<file path="src/rtl/cstat_pkg.sv">
package cstat_pkg;
    localparam int MODE_W     = 3;
    localparam int CNT_W      = 4;
    localparam int FRAME_BITS = 1 + MODE_W + 2 + CNT_W + 1;
    localparam int IDX_W      = $clog2(FRAME_BITS);

    typedef logic [FRAME_BITS-1:0] frame_t;

    typedef enum logic [MODE_W-1:0] {
        MODE_FIRST_LVL  = 3'b000,
        MODE_SECOND_LVL = 3'b011,
        MODE_INACTIVE   = 3'b100
    } mode_e;

    typedef struct packed {
        logic             busy;
        logic [IDX_W-1:0] idx;
        frame_t           frame;
        logic             held_v;
        frame_t           held;
    } tx_state_t;
endpackage

</file>
<file path="src/rtl/cstat_cell_timer.sv">
module cstat_cell_timer #(
    parameter int CELL_CLKS = 7
) (
    input  logic clk,
    input  logic rst_n,
    input  logic run,
    output logic cell_last
);
    localparam int CW = (CELL_CLKS > 1) ? $clog2(CELL_CLKS) : 1;
    localparam logic [CW-1:0] LAST = CW'(CELL_CLKS - 1);

    logic [CW-1:0] cnt_d, cnt_q;

    assign cell_last = run && (cnt_q == LAST);

    always_comb begin
        if (!run || cell_last) cnt_d = '0;
        else                   cnt_d = cnt_q + 1'b1;
    end

    always_ff @(posedge clk or negedge rst_n) begin
        if (!rst_n) cnt_q <= '0;
        else        cnt_q <= cnt_d;
    end

    assert_cnt_in_range_R2: assert property (@(posedge clk) disable iff (!rst_n)
        cnt_q <= LAST);
endmodule

</file>
<file path="src/rtl/cstat_frame_pack.sv">
module cstat_frame_pack
    import cstat_pkg::*;
(
    input  logic [MODE_W-1:0] mode,
    input  logic              impossible,
    input  logic              risky,
    input  logic [CNT_W-1:0]  count,
    output frame_t            frame
);
    localparam int MODE_AT = 1;
    localparam int IMP_AT  = MODE_AT + MODE_W;
    localparam int RSK_AT  = IMP_AT + 1;
    localparam int CNT_AT  = RSK_AT + 1;

    assign frame[0]            = 1'b1;
    assign frame[IMP_AT]       = impossible;
    assign frame[RSK_AT]       = risky;
    assign frame[FRAME_BITS-1] = 1'b0;

    for (genvar i = 0; i < MODE_W; i++) begin : g_mode
        assign frame[MODE_AT + i] = mode[MODE_W-1-i];
    end

    for (genvar i = 0; i < CNT_W; i++) begin : g_cnt
        assign frame[CNT_AT + i] = count[CNT_W-1-i];
    end
endmodule

</file>
<file path="src/rtl/cstat_serializer.sv">
module cstat_serializer
    import cstat_pkg::*;
#(
    parameter int CELL_CLKS = 7
) (
    input  logic       clk,
    input  logic       rst_n,
    input  logic       load_req,
    input  logic [2:0] load_mode,
    input  logic       load_impossible,
    input  logic       load_risky,
    input  logic [3:0] load_count,
    output logic       busy,
    output logic       ser_out
);
    localparam logic [IDX_W-1:0] LAST_IDX = IDX_W'(FRAME_BITS - 1);

    tx_state_t st_d, st_q;
    frame_t    in_frame;
    logic      cell_last;
    logic      frame_end;

    cstat_frame_pack u_pack (
        .mode       (load_mode),
        .impossible (load_impossible),
        .risky      (load_risky),
        .count      (load_count),
        .frame      (in_frame)
    );

    cstat_cell_timer #(.CELL_CLKS(CELL_CLKS)) u_timer (
        .clk       (clk),
        .rst_n     (rst_n),
        .run       (st_q.busy),
        .cell_last (cell_last)
    );

    assign frame_end = st_q.busy && cell_last && (st_q.idx == LAST_IDX);
    assign busy      = st_q.busy;
    assign ser_out   = st_q.busy && st_q.frame[st_q.idx];

    always_comb begin
        st_d = st_q;
        if (!st_q.busy) begin
            if (load_req) begin
                st_d.busy  = 1'b1;
                st_d.idx   = '0;
                st_d.frame = in_frame;
            end
        end else if (frame_end) begin
            st_d.idx = '0;
            if (st_q.held_v) begin
                st_d.frame  = st_q.held;
                st_d.held_v = load_req;
                if (load_req) st_d.held = in_frame;
            end else if (load_req) begin
                st_d.frame = in_frame;
            end else begin
                st_d.busy = 1'b0;
            end
        end else begin
            if (cell_last) st_d.idx = st_q.idx + 1'b1;
            if (load_req && !st_q.held_v) begin
                st_d.held_v = 1'b1;
                st_d.held   = in_frame;
            end
        end
    end

    always_ff @(posedge clk or negedge rst_n) begin
        if (!rst_n) st_q <= '0;
        else        st_q <= st_d;
    end

    assert_idle_low_R1: assert property (@(posedge clk) disable iff (!rst_n)
        !busy |-> !ser_out);
    assert_start_high_R3: assert property (@(posedge clk) disable iff (!rst_n)
        $rose(busy) |-> ser_out);
    assert_pause_low_R3: assert property (@(posedge clk) disable iff (!rst_n)
        (busy && st_q.idx == LAST_IDX) |-> !ser_out);
    assert_cell_step_R2: assert property (@(posedge clk) disable iff (!rst_n)
        (busy && $past(busy) && st_q.idx != $past(st_q.idx)) |-> $past(cell_last));
    assert_held_kept_R9: assert property (@(posedge clk) disable iff (!rst_n)
        (st_q.held_v && !frame_end) |=> st_q.held_v);
    assert_held_busy_R9: assert property (@(posedge clk) disable iff (!rst_n)
        st_q.held_v |-> busy);
endmodule

</file>
<file path="config.mk">
export PLATFORM = sky130hd
export DESIGN_NAME = cstat_serializer
export DESIGN_NICKNAME = d
export VERILOG_FILES = /design/src/rtl/cstat_pkg.sv /design/src/rtl/cstat_cell_timer.sv /design/src/rtl/cstat_frame_pack.sv /design/src/rtl/cstat_serializer.sv
export SDC_FILE = /design/constraint.sdc
export NUM_CORES = 1
export LEC_CHECK = 0
export BUFFER_PORTS_ARGS = -buffer_cell sky130_fd_sc_hd__buf_2
export CAP_MARGIN = 10
export CORE_MARGIN = 2
export CORE_UTILIZATION = 50
export DETAILED_ROUTE_END_ITERATION = 8
export GPL_TIMING_DRIVEN = 0
export PLACE_DENSITY = 0.73
export SLEW_MARGIN = 30
export SYNTH_ARGS = -nofsm -noshare
export SYNTH_HDL_FRONTEND = slang
export SYNTH_SLANG_ARGS = --single-unit
</file>
<file path="constraint.sdc">
create_clock -name clk -period 3.2 [get_ports clk]
set_input_delay 0.64 -clock clk [delete_from_list [all_inputs] [get_ports clk]]
set_output_delay 0.64 -clock clk [all_outputs]
set_load 0.01 [all_outputs]
</file>
==> results of run 1 <==
metrics by stage:
stage	instances	util, %
after CTS	175	59.81
after global placement	167	57.14
after detailed placement	167	57.14
after floorplan	123	-
final	175	59.81
after global routing	175	59.81
metal layers:
layer,wire length [um],part of all wire [%]
met1,1243,45
met5,0,0
met3,151,5.4
met4,51,1.8
met2,1335,48
path summary, 6_finish.rpt:
check	start	slack [ps]	to
max	st_q[23]	690	ser_out
min	rst_n	330	st_q[2]
max reg2reg	st_q[23]	1140	st_q[18]
min reg2reg	u_timer.cnt_q[0]	460	u_timer.cnt_q[0]
max in group asynchronous	rst_n	2440	st_q[21]
min in group clk	u_timer.cnt_q[0]	460	u_timer.cnt_q[0]
area by class of cell:
class	count	area, um2
multi-input combinational	84	703.2
fill	237	1127
clock inverter	1	30.03
sequential	30	750.7
inverter	4	15.01
clock buffer	7	45.04
timing repair buffer	13	65.06
tap	31	38.79
buffer	5	30.03
power groups by stage:
stage / registers [W] / clock network [W] / logic, W
after floorplan: 0.000405 / 0 / 0.0000184
after global placement: 0.000406 / 0 / 0.0000365
after detailed placement: 0.000407 / 0 / 0.0000382
after CTS: 0.000400 / 0.000301 / 0.0000381
after global routing: 0.000402 / 0.000314 / 0.0000430
final: 0.000400 / 0.000292 / 0.0000368
layout by cell type (no fill, tap or decap), types with 4 or more instances in the layout:
cell type	count
buf_2	16
a221o_1	6
nand2_1	7
o21ai_0	8
ha_1	4
mux2_2	8
and3_1	8
inv_1	4
dfrtp_1	30
nor2_1	4
clkbuf_4	5
mux2i_1	4
flip-flops by register name, summed over array words and instances, names as in the netlist:
name	count
st_q	26
u_timer.cnt_q	3
busy	1
logic make-up after synthesis:
| kind of cell | Yosys count | synth area share, % |
|---|---|---|
| buf+inv | 9 | 3.004 |
| fa+ha+maj | 4 | 3.339 |
| compound gates | 27 | 13.44 |
| mux | 18 | 14.44 |
| flops | 30 | 50.08 |
| simple gates | 35 | 15.69 |
worst max-delay path: cells and delay by family, from the launching register on:
kind	cells	cell delay (ps)
AOI/OAI and AO/OA	2	310
buffers and inverters	2	370
muxes	1	510
DFF	1	350
==> flow_summary_export.csv, run 1 <==
group,metric,value,unit
floorplanning,initial_utilization,53.43,%
hold_path,hp-class,"in2async",
yosys,seq_area_frac_synth,50.08,%
finish,drive_above_1_share,27.08,%
power,pwr-share-clk,40.1,%
yosys,synth_commonest_cells,"dfrtp_1, and3_1, mux2_2, o21ai_0, nand2_1",
timing,fmax,398.2,MHz
routing,drt_pass1_iterations,4,
timing,setup_slack,689.0,ps
yosys,synth.area.top_cells,"dfrtp_1, mux2_2, a221o_1",
timing,final-hold-violation-count,0,
finish,area_delta_synth_final,11.94,%
yosys,ys_seq_elements,30,
yosys,synth_top_cell_area_share,50.08,%
timing,setup_viol,0,
timing,fin_skew,5.390,ps
floorplanning,core,2805,um2
cts,post_cts.repair.setup_buffers,0,
floorplanning,die_area,3452,um2
outcome,status,"complete, no violations",
timing,rsz0062_at_grt,"false",
cts,cts_tree,"done",
power,max-vdd-ir-drop,0.0002618,V
finish,final_net_count,159,
grt,grt-busiest-layer,"met2",
setup_path,crit_type,"reg2out",
placement,portBuffers,13,
timing,tightest_slew,777.8,ps
setup_path,slowest_stage,"mux4_2",
yosys,ys_types,36,
yosys,synth_top_area_cell,"dfrtp_1",
timing,hold_slack,332.6,ps
grt,grt_start_max_net_pins,31,
cts,cts.sinks,30,
routing,post_drt_via_cell_ratio,6.074,
timing,fin_tns_setup,0,ps
yosys,synth_edf_count,0,
power,total_power,0.0007283,W
setup_path,worstPathArrival,1870,ps
yosys,ys.flop_type,"dfrtp_1",
cts,ctsResizeCount,0,
power,power_frac_seq,54.9,%
power,comb_power_share,5.1,%
yosys,syn_avg_cell_area,12.19,um2
finish,antennaDiodeCount,0,
setup_path,crit_fanout,9,
placement,post_dp_cell_area,1603,um2
grt,antenna_found_initial,0,
routing,drc,0,
setup_path,endpoint_kind,"output pin",
power,pwr_density_cell,434.1,nW/um2
grt,use_met2,30.32,%
timing,slew_violations,0,
floorplanning,die_width,58.75,um
grt,grt_pass1_wl,4.899,mm
cts,cts_hold_buf,0,
timing,finalCritPeriodShare,78.47,%
setup_path,cp-start-kind,"flop",
cts,clk_latency,330,ps
grt,grt_pass1_vias,1050,
yosys,yosysMostFrequentCell,"dfrtp_1",
finish,stdcell_area,1678,um2
cts,clk_pin_slew,90,ps
cts,cts_max_level,2,
cts,cts_root_buf,"clkbuf_4",
setup_path,path_cells,"buf_2 > mux4_2 > o21ai_0 > o41ai_1 > buf_2",
yosys,yosysWarnings,0,
yosys,netlist_area,1499,um2
grt,grt_use_met1,25.04,%
routing,ant_nets,0,
routing,vias,1063,
run,maxCapViolCount,0,
timing,relSlewSlack,47.70,%
grt,grtUsageTotal,19.53,%
routing,drt_iter0_drc,30,
placement,dp_hpwl,1.951,mm
floorplanning,rows,19,
yosys,async_flop_share,100.0,%
power,p_sw_share,20.72,%
setup_path,critPathRequiredTime,2560,ps
cts,clockBufferDepth,2,
floorplanning,io_pins,14,
grt,globalRoute.totalOverflow,0,
routing,drt-wirelength-per-cell,15.89,um
power,intPower,0.0005774,W
yosys,syn_nets,139,
setup_path,slowest_delay,510,ps
placement,gp_congestion,0.7826,
routing,drt_wl_total,2.781,mm
placement,post-place-ws,1043,ps
floorplanning,die_y,58.75,um
cts,numCtsBuffers,5,
power,power_switching,0.0001509,W
power,p_leak,0.8250,nW
setup_path,ff2ff_path_depth,7,
setup_path,crit_path_frequent_cell,"buf_2",
timing,fin_crit,2511,ps
grt,use_met3,6.593,%
yosys,netlist_instances,123,
Power figures use the tool's default switching activity.
==> run 2: changes to the inputs <==
--- a/config.mk
+++ b/config.mk
@@ -11,7 +11,7 @@
 export CORE_UTILIZATION = 50
 export DETAILED_ROUTE_END_ITERATION = 8
 export GPL_TIMING_DRIVEN = 0
-export PLACE_DENSITY = 0.73
+export PLACE_DENSITY = 0.76
 export SLEW_MARGIN = 30
 export SYNTH_ARGS = -nofsm -noshare
 export SYNTH_HDL_FRONTEND = slang
==> constraint.sdc (replaced) <==
create_clock -name clk -period 2.2 [get_ports clk]
set_input_delay 0.44 -clock clk [delete_from_list [all_inputs] [get_ports clk]]
set_output_delay 0.44 -clock clk [all_outputs]
set_load 0.01 [all_outputs]
==> run 2 against run 1 <==
  * Design area fell by 0.30%
  * Routed wire length up 4.7%
  * Sequential cell count unchanged
  * Via count down 0.56%
  * Largest power group unchanged
  * Count of clock-buffer cells in the layout did not move
  * Hold slack lost 190 ps
  * Largest cell class unchanged
  * Die area did not move
==> flow_summary_export.csv, run 2 (same netlist as run 1, synthesis figures left out) <==
group,metric,value,unit
outcome,status,"complete, no violations",
run,maxCapViolCount,0,
floorplanning,die_area,3452,um2
routing,post_drt_via_cell_ratio,6.040,
power,intPower,0.0007193,W
routing,drt_iter0_drc,24,
cts,cts_tree,"done",
routing,drt_pass1_iterations,4,
timing,finalCritPeriodShare,98.50,%
finish,antennaDiodeCount,0,
timing,fmax,461.5,MHz
timing,setup_viol,0,
power,p_leak,0.8242,nW
power,max-vdd-ir-drop,0.0003437,V
routing,vias,1057,
floorplanning,die_width,58.75,um
power,comb_power_share,5.9,%
finish,final_net_count,160,
floorplanning,die_y,58.75,um
setup_path,crit_type,"reg2out",
routing,ant_nets,0,
power,p_sw_share,22.37,%
power,power_frac_seq,62.8,%
floorplanning,initial_utilization,53.43,%
finish,mostFrequentLayoutCells,"dfrtp_1, buf_2, mux2_2, and3_1",
setup_path,cp-start-kind,"flop",
timing,rsz0062_at_grt,"true",
timing,relSlewSlack,47.17,%
routing,drc,0,
setup_path,worstPathArrival,1730,ps
timing,final-hold-violation-count,0,
timing,tightest_slew,785.7,ps
timing,hold_slack,138.1,ps
timing,slew_violations,0,
grt,grt_start_max_net_pins,31,
finish,top_register,"st_q",
routing,drt_wl_total,2.912,mm
cts,clk_pin_slew,90,ps
cts,numCtsBuffers,5,
placement,gp_congestion,0.7540,
finish,fillCellCount,240,
finish,mostFrequentLayoutCell,"dfrtp_1",
finish,drive_above_1_share,28.47,%
setup_path,crit_fanout,7,
cts,cts_root_buf,"clkbuf_4",
floorplanning,rows,19,
cts,clockBufferDepth,2,
cts,cts_max_level,2,
routing,drt-wirelength-per-cell,16.64,um
timing,fin_skew,8.016,ps
placement,dpl.cell_count,167,
grt,globalRoute.totalOverflow,0,
floorplanning,io_pins,14,
floorplanning,core,2805,um2
finish,stdcell_count,175,
finish,post-route-util,59.63,%
cts,cts.sinks,30,
hold_path,hp-class,"in2async",
power,power_switching,0.0002073,W
power,pwr_density_cell,553.9,nW/um2
finish,largest_register_ffs,26,
grt,antenna_found_initial,0,
placement,dp_hpwl,2.086,mm
finish,multiInputGateArea,714.4,um2
setup_path,critPathRequiredTime,1760,ps
placement,portBuffers,13,
power,pwr-share-clk,31.4,%
finish,ff_latch_area,750.7,um2
timing,fin_crit,2167,ps
grt,grt_pass1_wl,4.836,mm
grt,grtUsageTotal,19.06,%
grt,grt_pass1_vias,1055,
finish,area_delta_synth_final,11.60,%
setup_path,endpoint_kind,"output pin",
cts,clk_latency,320,ps
==> run 2: final timing paths <==
kind | startpoint | to | slack, ps | cells after the start
setup / recovery | st_q[23] | ser_out | 30 | 5
hold / removal | rst_n | u_timer.cnt_q[2] | 140 | 1
setup reg to reg | st_q[24] | st_q[18] | 150 | 5
hold reg to reg | u_timer.cnt_q[0] | u_timer.cnt_q[0] | 460 | 1
max in group asynchronous | rst_n | st_q[1] | 1630 | 1
min in group clk | load_mode[2] | st_q[1] | 350 | 2
==> run 2: power groups by stage <==
stage	combinational [W]	clock, W	sequential (W)
2_1_floorplan	0.0000267	0	0.000590
3_3_place_gp	0.0000530	0	0.000591
3_5_place_dp	0.0000562	0	0.000593
4_1_cts	0.0000562	0.000304	0.000582
5_1_grt	0.0000615	0.000325	0.000584
6_report	0.0000543	0.000291	0.000582
==> run 2: worst max-delay path, stage by stage, from the launching register on <==
cell     delay, ps
dfrtp_1        380
buf_6          140
mux4_2         510
o21ai_2        150
o41ai_2         80
buf_2          150
==> run 2: routing by layer <==
metal / GRT usage, % / wire, um / up-vias
met5: 0 / 0 / -
li1: - / - / 505
met4: 7.792 / 48 / 0
met1: 23.77 / 1318 / 527
met3: 4.615 / 96 / 6
met2: 31.75 / 1448 / 19
==> run 2: stage by stage <==
step / power, W / setup TNS [ps] / cell area, um2 / setup slack, ps
final: 0.0009266 / 0 / 1673 / 33.06
after global placement: 0.0006441 / 0 / 1603 / 191.3
after global routing: 0.0009709 / -33.43 / 1673 / -33.43
after CTS: 0.0009416 / 0 / 1665 / 2.165
after detailed placement: 0.0006492 / 0 / 1603 / 86.16
after floorplan: 0.0006164 / 0 / 1499 / 322.5
==> run 2: area by class of cell <==
| type | count | area share [%] |
|---|---|---|
| Buffer | 5 | 2.169 |
| Tap cell | 31 | 2.319 |
| Multi-Input combinational cell | 84 | 42.71 |
| Inverter | 4 | 0.8975 |
| Clock buffer | 7 | 2.693 |
| Timing Repair Buffer | 14 | 4.338 |
| Sequential cell | 30 | 44.88 |
==> run 2: what timing repair did <==
action | 4_1_cts | 5_1_grt
hold buffers | 0 | 0
buffers inserted | 0 | 1
gates cloned | 0 | 0
resized for setup | 5 | 0
endpoints found under the setup margin | 1 | 1
